**src/rtl/dotclk_pkg.sv**
```systemverilog
// Package: dotclk_pkg
// Shared widths and the ratio decode for the dot clock post-divider.
// Assumes 2-bit ratio codes and a largest ratio of 12, so 4 bits are enough for a ratio.
package dotclk_pkg;
    localparam int CODE_W  = 2;
    localparam int RATIO_W = 4;

    typedef logic [RATIO_W-1:0] ratio_t;

    // Map an extension bit and a code to a division ratio.
    function automatic ratio_t ratio_of(input logic ext, input logic [CODE_W-1:0] code);
        unique case ({ext, code})
            3'b000:  return ratio_t'(1);
            3'b001:  return ratio_t'(2);
            3'b010:  return ratio_t'(4);
            3'b011:  return ratio_t'(8);
            3'b100:  return ratio_t'(3);
            3'b101:  return ratio_t'(5);
            3'b110:  return ratio_t'(6);
            default: return ratio_t'(12);
        endcase
    endfunction
endpackage

```
**src/rtl/dcd_regfile.sv**
```systemverilog
// Module: dcd_regfile
// Holds the code, extension and select registers and drives the combinational read data.
// Assumes reg_wdata is REG_W bits wide and that the extension bits are the top FIELDS bits.
// Unmapped address 3 reads as zero and ignores writes.
module dcd_regfile #(
    parameter int FIELDS = 4,
    parameter int REG_W  = 8,
    localparam int SEL_W = $clog2(FIELDS)
) (
    input  logic             clk,
    input  logic             rst_n,
    input  logic             reg_wr,
    input  logic [1:0]       reg_addr,
    input  logic [REG_W-1:0] reg_wdata,
    output logic [REG_W-1:0] reg_rdata,
    output logic [REG_W-1:0] code_q,
    output logic [FIELDS-1:0] ext_bits,
    output logic [SEL_W-1:0] sel_bits
);
    logic [REG_W-1:0] ext_q;
    logic [REG_W-1:0] sel_q;

    // Register writes, cleared by synchronous reset.
    always_ff @(posedge clk) begin
        if (!rst_n) begin
            code_q <= '0;
            ext_q  <= '0;
            sel_q  <= '0;
        end else if (reg_wr) begin
            case (reg_addr)
                2'd0:    code_q <= reg_wdata;
                2'd1:    ext_q  <= reg_wdata;
                2'd2:    sel_q  <= reg_wdata;
                default: ;
            endcase
        end
    end

    // Combinational readback of the full stored values.
    always_comb begin
        case (reg_addr)
            2'd0:    reg_rdata = code_q;
            2'd1:    reg_rdata = ext_q;
            2'd2:    reg_rdata = sel_q;
            default: reg_rdata = '0;
        endcase
    end

    assign ext_bits = ext_q[REG_W-1 -: FIELDS];
    assign sel_bits = sel_q[SEL_W-1:0];
endmodule

```
**src/rtl/dcd_ratio_select.sv**
```systemverilog
// Module: dcd_ratio_select
// Decodes one ratio per field and picks the ratio of the selected field.
// Assumes field n of the code register occupies bits [2n+1:2n].
module dcd_ratio_select
    import dotclk_pkg::*;
#(
    parameter int FIELDS = 4,
    parameter int REG_W  = 8,
    localparam int SEL_W = $clog2(FIELDS)
) (
    input  logic [REG_W-1:0]  code_q,
    input  logic [FIELDS-1:0] ext_bits,
    input  logic [SEL_W-1:0]  sel_bits,
    output ratio_t            target_n
);
    ratio_t ratio_arr [FIELDS];

    // One decoder per field.
    for (genvar g = 0; g < FIELDS; g++) begin : g_field
        assign ratio_arr[g] = ratio_of(ext_bits[g], code_q[CODE_W*g +: CODE_W]);
    end

    assign target_n = ratio_arr[sel_bits];
endmodule

```
**src/rtl/dcd_period_gen.sv**
```systemverilog
// Module: dcd_period_gen
// Counts input cycles within each output period.
// It loads a new ratio only at a period boundary and registers both the clock output and the strobe.
// Assumes target_n is 1 or greater.
module dcd_period_gen
    import dotclk_pkg::*;
(
    input  logic   clk,
    input  logic   rst_n,
    input  ratio_t target_n,
    output logic   clk_out,
    output logic   tick,
    output ratio_t cnt,
    output ratio_t cur_n
);
    ratio_t cnt_nxt;
    ratio_t n_nxt;
    ratio_t hi_len;

    // Next-state: wrap and load the new ratio on the final cycle of a period.
    always_comb begin
        if (tick) begin
            cnt_nxt = '0;
            n_nxt   = target_n;
        end else begin
            cnt_nxt = cnt + ratio_t'(1);
            n_nxt   = cur_n;
        end
        hi_len = (n_nxt == ratio_t'(1)) ? ratio_t'(1) : (n_nxt >> 1);
    end

    // State and registered outputs.
    always_ff @(posedge clk) begin
        if (!rst_n) begin
            cnt     <= '0;
            cur_n   <= ratio_t'(1);
            clk_out <= 1'b1;
            tick    <= 1'b1;
        end else begin
            cnt     <= cnt_nxt;
            cur_n   <= n_nxt;
            clk_out <= (cnt_nxt < hi_len);
            tick    <= (cnt_nxt == n_nxt - ratio_t'(1));
        end
    end
endmodule

```
**src/rtl/dotclk_postdiv.sv**
```systemverilog
// Module: dotclk_postdiv
// Top of the dot clock post-divider.
// Wires the register file, the ratio selection and the period generator together.
// Assumes a single clock domain and a synchronous active-low reset.
module dotclk_postdiv
    import dotclk_pkg::*;
#(
    parameter int FIELDS = 4,
    parameter int REG_W  = 8,
    localparam int SEL_W = $clog2(FIELDS)
) (
    input  logic             clk,
    input  logic             rst_n,
    input  logic             reg_wr,
    input  logic [1:0]       reg_addr,
    input  logic [REG_W-1:0] reg_wdata,
    output logic [REG_W-1:0] reg_rdata,
    output logic             clk_out,
    output logic             tick
);
    logic [REG_W-1:0]  code_q;
    logic [FIELDS-1:0] ext_bits;
    logic [SEL_W-1:0]  sel_bits;
    ratio_t            target_n;
    ratio_t            cnt;
    ratio_t            cur_n;

    dcd_regfile #(.FIELDS(FIELDS), .REG_W(REG_W)) u_regs (
        .clk(clk), .rst_n(rst_n), .reg_wr(reg_wr), .reg_addr(reg_addr),
        .reg_wdata(reg_wdata), .reg_rdata(reg_rdata), .code_q(code_q),
        .ext_bits(ext_bits), .sel_bits(sel_bits)
    );

    dcd_ratio_select #(.FIELDS(FIELDS), .REG_W(REG_W)) u_sel (
        .code_q(code_q), .ext_bits(ext_bits), .sel_bits(sel_bits), .target_n(target_n)
    );

    dcd_period_gen u_gen (
        .clk(clk), .rst_n(rst_n), .target_n(target_n), .clk_out(clk_out),
        .tick(tick), .cnt(cnt), .cur_n(cur_n)
    );
endmodule

```
**config.mk**
```make
export PLATFORM = sky130hd
export DESIGN_NAME = dotclk_postdiv
export DESIGN_NICKNAME = d
export VERILOG_FILES = /design/src/rtl/dotclk_pkg.sv /design/src/rtl/dcd_regfile.sv /design/src/rtl/dcd_ratio_select.sv /design/src/rtl/dcd_period_gen.sv /design/src/rtl/dotclk_postdiv.sv
export SDC_FILE = /design/constraint.sdc
export NUM_CORES = 1
export LEC_CHECK = 0
export ABC_AREA = 1
export BUFFER_PORTS_ARGS = -buffer_cell sky130_fd_sc_hd__buf_2
export CORE_MARGIN = 1.5
export CORE_UTILIZATION = 35
export DETAILED_ROUTE_END_ITERATION = 10
export SKIP_LAST_GASP = 1
export SLEW_MARGIN = 20
export SYNTH_ARGS = -nofsm -noshare
export SYNTH_HDL_FRONTEND = slang
export SYNTH_SLANG_ARGS = --single-unit
```
**constraint.sdc**
```tcl
create_clock -name clk -period 2.8 [get_ports clk]
set_input_delay 0.14 -clock clk [delete_from_list [all_inputs] [get_ports clk]]
set_output_delay 0.14 -clock clk [all_outputs]
set_load 0.1 [all_outputs]
```
==> impl_metrics.json <==
{
  "status": "finished, final reports clean",
  "start_util": 0.367,
  "clkLatencyLatePin_ns": 0.28,
  "worstSetupPathType": "register to register",
  "worstMarginPinSlew_ns": 0.575,
  "cts_tree": "yes",
  "drtIter0Drc": 86,
  "reg2regPathDepth": 12,
  "fin_tns_setup_ns": 0,
  "drcViolationCount": 0,
  "p_leak_uw": 0.000864,
  "pre_cts_ws_ns": 0.800,
  "worstHoldPathCells": 3,
  "holdWs_ns": 0.147,
  "slew_headroom": 0.615,
  "drive_above_1_share": 0.149,
  "core_mm2": 0.00479,
  "drv_cap": 0,
  "reg2reg_to": "u_gen.tick",
  "skew_ns": 0.00660,
  "clkSinkCount": 34,
  "power_density_mw_per_mm2": 731,
  "hold_violations": 0,
  "fillCellCount": 502,
  "drv_slew": 0,
  "grt_pass1_vias": 1525,
  "port_buffers": 22,
  "cp-start-kind": "register",
  "ys_seq_area_frac": 0.388,
  "clockBufferDepth": 2,
  "worstPathArrival_ns": 2.23,
  "n_antenna_cell": 0,
  "final.period_utilization": 0.718,
  "synth_nets": 265,
  "grt.overflow.total": 0,
  "ctsHoldBuffers": 0,
  "drtPass1Iterations": 4,
  "min_to": "u_regs.sel_q[3]",
  "critPathRequiredTime_ns": 3.02,
  "track_usage": 0.168,
  "routed_wl_mm": 4.09,
  "post_cts_resized": 0,
  "critPathMaxFanout": 12,
  "rsz0062_at_grt": "no",
  "hold_path.class": "input port to register",
  "die_area_mm2": 0.00545,
  "grt_max_degree": 23,
  "syn_area_mm2": 0.00175,
  "via_count": 1638,
  "r2r_start": "u_regs.sel_q[0]",
  "comb_power_share": 0.367,
  "pwr-share-clk": 0.233,
  "post-cts-setup-buffers": 0,
  "gp_congestion": 0.888,
  "vias_per_cell": 4.89,
  "swShare": 0.403,
  "ant_nets": 0,
  "root_buffer": "clkbuf_8",
  "setup_violations": 0,
  "fin_ws_ns": 0.790,
  "power_frac_seq": 0.400,
  "fp-row-count": 25,
  "cts_max_level": 2,
  "total_power_uw": 1450,
  "synth.distinct_cells": 23,
  "die_h_um": 73.8,
  "syn_inst": 247,
  "ys_warn_count": 0,
  "reg2reg_slack_ns": 0.79,
  "period_needed_ns": 2.01,
  "clk_pin_slew_worst_paths_ns": 0.07,
  "wl_per_cell_um": 12.2,
  "final_nets": 286,
  "cts_made_buffers": 5,
  "max-vdd-ir-drop_v": 0.000352,
  "hpwlAfterDp_mm": 3.06,
  "layout_common_cells": "nand2_1 (52), dfxtp_1 (34), nand3_1 (33), a21oi_1 (28), inv_1 (27)",
  "layout_commonest_cell": "nand2_1",
  "cp-end-kind": "register",
  "p_int_uw": 866,
  "synthToLayoutAreaGrowth_pct": 13.1,
  "max_freq_mhz": 497,
  "ios": 23,
  "hp-start": "reg_wdata[3]",
  "syn_area_per_cell_um2": 7.10,
  "die_w_um": 73.8,
  "antenna_found_initial": 0,
  "grt_pass1_wl_mm": 6.96,
  "post-route-util": 0.415,
  "ys_ff_latch": 34,
  "netSwitchingPower_uw": 585
}
==> kinds of logic after synthesis <==
family	after synthesis	synth area share
flops	34	0.388
compound gates	60	0.205
xor+xnor	5	0.0250
simple gates	103	0.253
fa+ha+maj	5	0.0357
buf+inv	40	0.0934
==> routing by layer <==
metal,part of all wire,global-route usage,routed length [um]
met3,0.035,0.0384,143
met4,0.019,0.0802,78
met2,0.45,0.263,1850
met1,0.49,0.218,2010
met5,0,0,0
==> registers in the layout (all words and copies together), names as in the netlist <==
signal and flops:
u_regs.ext_q 8, u_gen.cur_n 4, u_gen.cnt 4, u_regs.code_q 8, u_gen.clk_out 1, u_regs.sel_q 8, u_gen.tick 1
==> power by group through the flow <==
stage | Sequential [uW] | Combinational (uW) | Clock [uW]
3_5_place_dp | 590 | 533 | 0
2_1_floorplan | 659 | 376 | 0
3_3_place_gp | 590 | 531 | 0
5_1_grt | 585 | 603 | 369
6_report | 580 | 533 | 338
4_1_cts | 580 | 535 | 349
==> layout make-up <==
class | count | area, um^2 | share of cell area
multi-input combinational | 173 | 910 | 0.458
sequential | 34 | 681 | 0.343
timing repair buffer | 23 | 118 | 0.0593
inverter | 31 | 116 | 0.0586
tap | 67 | 83.8 | 0.0422
clock buffer | 7 | 76.3 | 0.0385
==> Yosys cell counts <==
cell type  number  share of area
or2_2           1         0.0036
a21oi_1        28          0.080
o21ai_2         1         0.0050
buf_2           2         0.0057
dfxtp_1        34           0.39
buf_4           1         0.0043
buf_6           1         0.0064
nor2_1         13          0.028
ha_1            5          0.036
clkbuf_1        5          0.011
xor2_1          2          0.010
nand3_1        33          0.094
inv_2           4         0.0086
nand2_1        52           0.11
o21ai_1         1         0.0029
o21ai_0        20          0.057
xnor2_1         3          0.015
o21ai_4         1         0.0093
nand3_2         1         0.0057
o221ai_1        8          0.040
inv_1          27          0.058
a21boi_4        1          0.011
nand2_2         3          0.011
==> through the flow <==
step           instances  cell area, um^2
2_1_floorplan        247             1750
3_3_place_gp         328             1910
3_5_place_dp         328             1910
4_1_cts              335             1980
5_1_grt              335             1980
6_report             335             1980
==> worst max path at each step <==
| stage | from | to | slack [ns] |
|---|---|---|---|
| after floorplan | u_gen.tick | u_gen.tick | 0.48 |
| after global placement | u_regs.sel_q[0] | u_gen.tick | 0.87 |
| after detailed placement | u_regs.sel_q[0] | u_gen.tick | 0.80 |
| after CTS | u_regs.sel_q[0] | u_gen.tick | 0.79 |
| after global routing | u_regs.sel_q[0] | u_gen.tick | 0.55 |
| final | u_regs.sel_q[0] | u_gen.tick | 0.79 |
==> worst max-delay path, stage by stage (launching register included) <==
cell     delay (ns)
dfxtp_1        0.56
inv_2          0.13
nand3_1        0.11
nand3_1        0.08
nand3_1        0.09
nand2_1        0.10
ha_1           0.30
xnor2_1        0.13
a21oi_1        0.11
o21ai_0        0.09
nor2_1         0.11
nand2_1        0.06
o21ai_2        0.09
No activity file was read; power rests on OpenSTA's default activity.
